$ cat config.mk
export PLATFORM = sky130hd
export DESIGN_NAME = pbc_conditioner
export DESIGN_NICKNAME = d
export VERILOG_FILES = /design/src/rtl/pbc_pkg.sv /design/src/rtl/pbc_gain_lane.sv /design/src/rtl/pbc_interp_lane.sv /design/src/rtl/pbc_conditioner.sv
export SDC_FILE = /design/constraint.sdc
export NUM_CORES = 1
export LEC_CHECK = 0
export BUFFER_PORTS_ARGS = -buffer_cell sky130_fd_sc_hd__buf_2
export CAP_MARGIN = 20
export CORE_ASPECT_RATIO = 1.25
export CORE_UTILIZATION = 30
export DETAILED_ROUTE_END_ITERATION = 10
export GPL_ROUTABILITY_DRIVEN = 0
export RECOVER_POWER = 50
export SYNTH_ARGS = -nofsm -noshare
export SYNTH_HDL_FRONTEND = slang
export SYNTH_HIERARCHICAL = 1
export SYNTH_SLANG_ARGS = --single-unit
$ cat constraint.sdc
create_clock -name clk -period 8.89 [get_ports clk]
set_input_delay 0.889 -clock clk [delete_from_list [all_inputs] [get_ports clk]]
set_output_delay 0.889 -clock clk [all_outputs]
set_load 0.05 [all_outputs]
$ cat src/rtl/pbc_pkg.sv
package pbc_pkg;
  localparam int SAMPLE_W = 16;
  localparam int WORD_W   = SAMPLE_W + 1;

  typedef logic signed [SAMPLE_W-1:0] sample_t;
  typedef logic [WORD_W-1:0]          dac_word_t;

  // Linear attenuation: unity at code 0 and about 0.006 at the last code
  // below the mute code, expressed in units of 2**frac.
  function automatic int lin_gain(int code, int frac, int mute_code);
    int span;
    if (code >= mute_code) return 0;
    span = mute_code - 1;
    return ((1 << frac) * (1000 * span - 994 * code) + 500 * span) / (1000 * span);
  endfunction

  // Signed sample to offset binary, then a fixed bias on top.
  function automatic dac_word_t to_dac(sample_t s, int bias);
    dac_word_t u;
    u = {1'b0, ~s[SAMPLE_W-1], s[SAMPLE_W-2:0]};
    return u + WORD_W'(bias);
  endfunction
endpackage

$ cat src/rtl/pbc_gain_lane.sv
module pbc_gain_lane #(
  parameter int FRAC  = 10,
  parameter int TAG_W = 3
) (
  input  logic                  clk,
  input  logic                  rst,
  input  logic                  take,
  input  logic                  mute,
  input  logic [FRAC:0]         gain,
  input  pbc_pkg::sample_t      din,
  input  logic [TAG_W-1:0]      tag_in,
  input  logic                  interp_in,
  output logic                  vld,
  output pbc_pkg::sample_t      dout,
  output logic [TAG_W-1:0]      tag_out,
  output logic                  interp_out
);
  localparam int SW = pbc_pkg::SAMPLE_W;
  localparam int PW = SW + FRAC + 2;
  localparam logic signed [PW-1:0] HI = PW'((2 ** (SW - 1)) - 1);
  localparam logic signed [PW-1:0] LO = -HI - 1;

  logic signed [PW-1:0] prod, scaled;
  pbc_pkg::sample_t     clipped;

  always_comb begin
    prod   = din * $signed({1'b0, gain});
    scaled = prod >>> FRAC;
    if (scaled > HI)      clipped = HI[SW-1:0];
    else if (scaled < LO) clipped = LO[SW-1:0];
    else                  clipped = scaled[SW-1:0];
  end

  always_ff @(posedge clk) begin
    if (rst) begin
      vld        <= 1'b0;
      dout       <= '0;
      tag_out    <= '0;
      interp_out <= 1'b0;
    end else begin
      vld <= take;
      if (take) begin
        dout       <= mute ? '0 : clipped;
        tag_out    <= tag_in;
        interp_out <= interp_in;
      end
    end
  end
endmodule

$ cat src/rtl/pbc_interp_lane.sv
module pbc_interp_lane #(
  parameter int TAG_W = 3,
  parameter int BIAS  = 64
) (
  input  logic               clk,
  input  logic               rst,
  input  logic               vld,
  input  pbc_pkg::sample_t   smp,
  input  logic [TAG_W-1:0]   tag,
  input  logic               interp,
  output logic               ovld,
  output logic [TAG_W-1:0]   otag,
  output pbc_pkg::dac_word_t oword
);
  localparam int SW    = pbc_pkg::SAMPLE_W;
  localparam int DEPTH = 2 ** TAG_W;

  pbc_pkg::sample_t   hist [DEPTH];
  logic [DEPTH-1:0]   seen;
  pbc_pkg::sample_t   prev, avg;
  logic signed [SW:0] sum;
  logic               pend_v;
  pbc_pkg::dac_word_t pend_w;
  logic [TAG_W-1:0]   pend_t;

  always_comb begin
    prev = seen[tag] ? hist[tag] : '0;
    sum  = $signed({prev[SW-1], prev}) + $signed({smp[SW-1], smp});
    avg  = sum[SW:1];
  end

  // History store has no reset so it maps onto RAM; the seen bits stand in.
  always_ff @(posedge clk) begin
    if (vld) hist[tag] <= smp;
  end

  always_ff @(posedge clk) begin
    if (rst) begin
      seen   <= '0;
      ovld   <= 1'b0;
      otag   <= '0;
      oword  <= '0;
      pend_v <= 1'b0;
      pend_w <= '0;
      pend_t <= '0;
    end else begin
      pend_v <= vld & interp;
      if (vld) begin
        seen[tag] <= 1'b1;
        ovld      <= 1'b1;
        otag      <= tag;
        oword     <= pbc_pkg::to_dac(interp ? avg : smp, BIAS);
        pend_w    <= pbc_pkg::to_dac(smp, BIAS);
        pend_t    <= tag;
      end else if (pend_v) begin
        ovld  <= 1'b1;
        otag  <= pend_t;
        oword <= pend_w;
      end else begin
        ovld <= 1'b0;
      end
    end
  end
endmodule

$ cat src/rtl/pbc_conditioner.sv
module pbc_conditioner #(
  parameter int NUM_CH    = 8,
  parameter int VOL_W     = 6,
  parameter int GAIN_FRAC = 10,
  parameter int MUTE_CODE = 37,
  parameter int DAC_BIAS  = 64
) (
  input  logic                          clk,
  input  logic                          rst,
  input  logic                          in_valid,
  input  logic [$clog2(NUM_CH)-1:0]     in_chan,
  input  logic [pbc_pkg::SAMPLE_W-1:0]  in_sample,
  input  logic [NUM_CH*VOL_W-1:0]       vol_codes,
  input  logic [NUM_CH+1:0]             mute_mask,
  input  logic [$clog2(NUM_CH)-2:0]     hp_sel,
  input  logic                          driver_on,
  input  logic                          jack_sense,
  input  logic                          interp_en,
  output logic                          out_valid,
  output logic [$clog2(NUM_CH)-1:0]     out_chan,
  output logic [pbc_pkg::WORD_W-1:0]    out_word,
  output logic                          hp_valid,
  output logic                          hp_chan,
  output logic [pbc_pkg::WORD_W-1:0]    hp_word
);
  localparam int CH_W   = $clog2(NUM_CH);
  localparam int GW     = GAIN_FRAC + 1;
  localparam int VCODES = 2 ** VOL_W;

  logic [GW-1:0]    gain_rom [VCODES];
  logic [VOL_W-1:0] code;
  logic [GW-1:0]    gain;
  logic             override, hp_hit, main_mute, hp_mute;
  logic [CH_W-2:0]  hp_src;

  for (genvar c = 0; c < VCODES; c++) begin : g_gain_rom
    assign gain_rom[c] = GW'(pbc_pkg::lin_gain(c, GAIN_FRAC, MUTE_CODE));
  end

  always_comb begin
    code      = vol_codes[in_chan*VOL_W +: VOL_W];
    gain      = gain_rom[code];
    override  = jack_sense & ~driver_on;
    hp_src    = override ? '0 : hp_sel;
    hp_hit    = (in_chan[CH_W-1:1] == hp_src);
    main_mute = override | mute_mask[in_chan];
    hp_mute   = ~override & mute_mask[NUM_CH + 32'(in_chan[0])];
  end

  pbc_pkg::sample_t m_s, h_s;
  logic             m_v, h_v, m_i, h_i;
  logic [CH_W-1:0]  m_t;
  logic [0:0]       h_t, h_tag_out;

  pbc_gain_lane #(.FRAC(GAIN_FRAC), .TAG_W(CH_W)) i_gain_main (
    .clk(clk), .rst(rst), .take(in_valid), .mute(main_mute), .gain(gain),
    .din(in_sample), .tag_in(in_chan), .interp_in(interp_en),
    .vld(m_v), .dout(m_s), .tag_out(m_t), .interp_out(m_i));

  pbc_gain_lane #(.FRAC(GAIN_FRAC), .TAG_W(1)) i_gain_hp (
    .clk(clk), .rst(rst), .take(in_valid & hp_hit), .mute(hp_mute), .gain(gain),
    .din(in_sample), .tag_in(in_chan[0]), .interp_in(interp_en),
    .vld(h_v), .dout(h_s), .tag_out(h_t), .interp_out(h_i));

  pbc_interp_lane #(.TAG_W(CH_W), .BIAS(DAC_BIAS)) i_out_main (
    .clk(clk), .rst(rst), .vld(m_v), .smp(m_s), .tag(m_t), .interp(m_i),
    .ovld(out_valid), .otag(out_chan), .oword(out_word));

  pbc_interp_lane #(.TAG_W(1), .BIAS(DAC_BIAS)) i_out_hp (
    .clk(clk), .rst(rst), .vld(h_v), .smp(h_s), .tag(h_t), .interp(h_i),
    .ovld(hp_valid), .otag(h_tag_out), .oword(hp_word));

  assign hp_chan = h_tag_out[0];
endmodule

==> results by stage <==
Flow run:
- The number of maximum-capacitance violations is 3.

Synthesis:
- After synthesis, the cell types taking the most area are sky130_fd_sc_hd__fa_1 23%, sky130_fd_sc_hd__edfxtp_1 17%, sky130_fd_sc_hd__dfxtp_1 9.2%.
- After synthesis, the mean cell area works out to 9.61 µm².
- After synthesis, the most frequently instantiated cells are 476 x sky130_fd_sc_hd__inv_1, 356 x sky130_fd_sc_hd__nand2_1, 322 x sky130_fd_sc_hd__fa_1, 203 x sky130_fd_sc_hd__nor2_1, 160 x sky130_fd_sc_hd__edfxtp_1.
- The dominant cell type by area after synthesis is sky130_fd_sc_hd__fa_1.
- The most used standard cell by instance count after synthesis is sky130_fd_sc_hd__inv_1.
- The share of the Yosys chip area taken by registers is 26.1%.
- The total of flip-flops plus latches after synthesis is 290.
- After synthesis, the netlist uses 110 different library cells.
- In this run the cell area of the synthesized design comes to between 0.02 and 0.03 mm².
- The leading register cell type out of synthesis is sky130_fd_sc_hd__edfxtp_1.
- The synthesized design contains 160 enable-type register cells.
- The instance count of the mapped netlist is 2954.
- The proportion of netlist area held by the largest area contributor is between 20 and 25%.
- The total number of yosys warnings is 6.
- The share of synthesized registers carrying an async set or reset is 0%.
- The total nets after synthesis is about 3500.

Clock tree:
- Buffers inserted during clock tree synthesis total 27.
- TritonCTS built the clock tree.
- The count of hold buffers inserted by post-cts repair is 0.
- The clock-pin slew reported for the worst setup and hold paths after clock tree synthesis is 0.06 ns.
- The count of buffers added by post-CTS timing repair for setup is 0.
- The total number of clock tree sinks is between 200 and 300.
- After clock tree synthesis, the repair step resized 0 gates.
- The later-pin clock latency in the skew report is 0.54 ns.
- The worst-case clock buffer depth is 3.
- The CTS H-tree depth is 1.
- The tree is rooted in a sky130_fd_sc_hd__clkbuf_16.

Global route:
- Across every metal layer, demand over resource in global routing totals 15.3%.
- The total overflow left after global routing is 0.
- Entering global routing, the biggest net connects 64 pins.
- The via count of the first global-routing pass came to 21700.
- The first global-routing pass estimated 118 mm of wire.
- The initial antenna violation count is 12.

STA:
- The final-report max-slew violation count was ~170.
- The fraction of the cycle the final worst path needs is between 90% and 100%.
- Setup repair after global routing left no endpoint under its margin.
- The count of endpoints failing hold in the final timing report is 0.
- The worst slew margin relative to its limit is -104%.
- The peak clock frequency supported by timing is 119 MHz.
- The post-route worst setup slack is 0.516 ns.
- At the pin with the least slew margin, the transition time is between 3 and 4 ns.
- The number of setup violations in the final report is 0.
- The clock arrives with 0.0105 ns of skew.
- Subtracting the final worst setup slack from the clock period gives 8.37 ns.

Worst setup path:
- The arrival time of the worst setup path is 8.79 ns.
- The path depth of the worst reg2reg path is 16.
- The beginning of the critical path is in_chan[0].
- The internal reg-to-reg setup slack is roughly 2.7 ns.
- In this run the worst path has a maximum fanout of 25.
- The worst-path cell with the longest stage delay is sky130_fd_sc_hd__fa_1.
- The critical setup path kind is in2reg.
- STA classifies the critical path startpoint as a primary input.
- The largest single stage delay on the critical path is 0.56 ns.
- In this design, the critical path's most frequently occurring cell is sky130_fd_sc_hd__fa_1.
- STA classifies the critical path endpoint as a register.
- The critical register-to-register path endpoint is i_out_main/oword[15].
- The startpoint identified for the worst register-to-register timing path is i_gain_main/tag_out[2].
- The endpoint of the worst setup timing path is i_gain_hp/dout[7].
- For the worst setup path, the data required time is roughly 9.3 ns.

Floorplanning:
- In this run the count of I/O pins placed on the die edge is 125.
- The floorplan step set the die height to 346 µm.
- The area of the die is between 0.09 and 0.1 mm².
- The initial cell density of the core is 30.4%.
- The row count is 125.
- The die is 277 µm wide.
- The core area is slightly above 0.09 mm².

Run status:
- The checks that failed: capacitance limit, slew limit.
- The flow ran to the end, but the final reports show violations.

Layout:
- The number of standard cells in the layout, taps in and fillers out is between 4000 and 5000.
- The fraction of final layout cells with drive strength greater than 1 is around an eighth.
- Counting the fill cells in the layout gives 9479.
- The area growth from synthesis to layout is 11.8%.
- At the end of the flow, the number of nets in the layout was 3634.

Place:
- Summed over all nets, the half-perimeter wirelength after detailed placement is 57.5 mm.
- Buffers placed on the I/O ports in this run total 124.
- The worst slack after detailed placement is -0.0384 ns.
- After detailed placement, the design holds a cell count of 4244.

Min path:
- The path class of the tightest hold or removal check is reg2reg.

Detailed routing:
- The count of nets left with antenna violations once routing finished came out at 0.
- Dividing the detail-routed wire length by the instance count gives 17.2 µm.
- The final route contains between 20000 and 25000 vias.
- The detailed-route wire length is 74.0 mm.
- The number of DRC violations after detailed routing is 0.
- In this run, the number of DRC markers left after iteration 0 of detailed routing was 1220.
- The via density per instance is 4.95.
- The first-pass iteration count of the detailed router is 8.
[layer usage]
layer | global-route usage, % | part of all wire, % | up-vias
met3 | 1.35 | 4.5 | 94
li1 | - | - | 10100
met2 | 27.4 | 49 | 521
met5 | 0 | 0.11 | -
met1 | 19.7 | 44 | 10600
met4 | 4.13 | 2.3 | 14
[through the flow]
step | instance area, µm² | TNS [ns] | hold WS [ns] | utilization (%)
finish | 31700 | 0 | 0.468 | 34.0
global route | 31700 | 0 | 0.494 | 34.0
CTS | 31800 | 0 | 0.468 | 34.0
detailed placement | 30800 | -0.237 | 0.458 | 33.0
global placement | 30800 | 0 | 0.449 | 33.0
floorplan | 28400 | 0 | 0.438 | -
[cell usage in the layout, fill, tap and decap left out, types with 33 or more instances in the layout]
master and instances:
sky130_fd_sc_hd__clkbuf_1 37, sky130_fd_sc_hd__dfxtp_1 128, sky130_fd_sc_hd__edfxtp_1 160, sky130_fd_sc_hd__inv_1 476, sky130_fd_sc_hd__a21oi_1 107, sky130_fd_sc_hd__o211ai_1 35
sky130_fd_sc_hd__xor2_1 34, sky130_fd_sc_hd__nor3_1 33, sky130_fd_sc_hd__fa_1 322, sky130_fd_sc_hd__a211oi_1 61, sky130_fd_sc_hd__buf_2 102, sky130_fd_sc_hd__and2_1 104
sky130_fd_sc_hd__ha_1 159, sky130_fd_sc_hd__o21ai_0 67, sky130_fd_sc_hd__buf_4 81, sky130_fd_sc_hd__nor2_1 203, sky130_fd_sc_hd__mux2i_1 78, sky130_fd_sc_hd__xnor2_1 46
sky130_fd_sc_hd__mux2_2 34, sky130_fd_sc_hd__nand2_1 356
[sequential cells by signal, indices dropped and copies added (netlist names), 2 cells and up]
name                 flops
i_out_main/hist        128
i_out_hp/hist           32
i_out_hp/oword          17
i_out_hp/pend_w         17
i_out_main/oword        17
i_out_main/pend_w       17
i_gain_hp/dout          16
i_gain_main/dout        16
i_out_main/seen          8
i_gain_main/tag_out      3
i_out_main/otag          3
i_out_main/pend_t        3
i_out_hp/seen            2
[worst max-delay path: cells and delay by family]
family	cells	cell delay, ns
buffers and inverters	8	1.17
multiplexers	2	0.80
AND/OR/NAND/NOR	3	0.77
adder cells (fa/ha/maj)	7	3.36
AO/OA/AOI/OAI	9	1.76
[how the worst min path moves through the flow]
stage	from	end	slack [ns]	depth (start not counted)
floorplan	i_out_hp/pend_w[16]	i_out_hp/pend_w[16]	0.44	2
global placement	i_out_main/seen[1]	i_out_main/seen[1]	0.45	2
detailed placement	i_out_main/seen[6]	i_out_main/seen[6]	0.46	2
CTS	i_out_hp/pend_w[16]	i_out_hp/pend_w[16]	0.47	2
global route	i_out_main/seen[6]	i_out_main/seen[6]	0.49	2
finish	i_out_main/seen[6]	i_out_main/seen[6]	0.47	2
[cells by family after synthesis]
| kind of cell | synth area share (%) |
|---|---|
| fa+ha+maj | 29.7 |
| mux | 6.79 |
| xor+xnor | 2.53 |
| compound gates | 12.1 |
| buf+inv | 8.57 |
| simple gates | 14.2 |
| flops | 26.1 |
[layout make-up]
type	instances	area (µm²)	area share, %
flip-flops and latches	290	7410	23.4
repair buffers	227	1460	4.60
well taps	1206	1510	4.76
clock buffers	34	743	2.34
clock inverters	15	184	0.580
multi-input cells	2045	18600	58.7
inverters	477	1790	5.65
diodes	4	10.0	0.0316
Power is left out: the tool's default activity adds up to more than one toggle a clock period on the data nets, which glitch-free logic cannot reach.
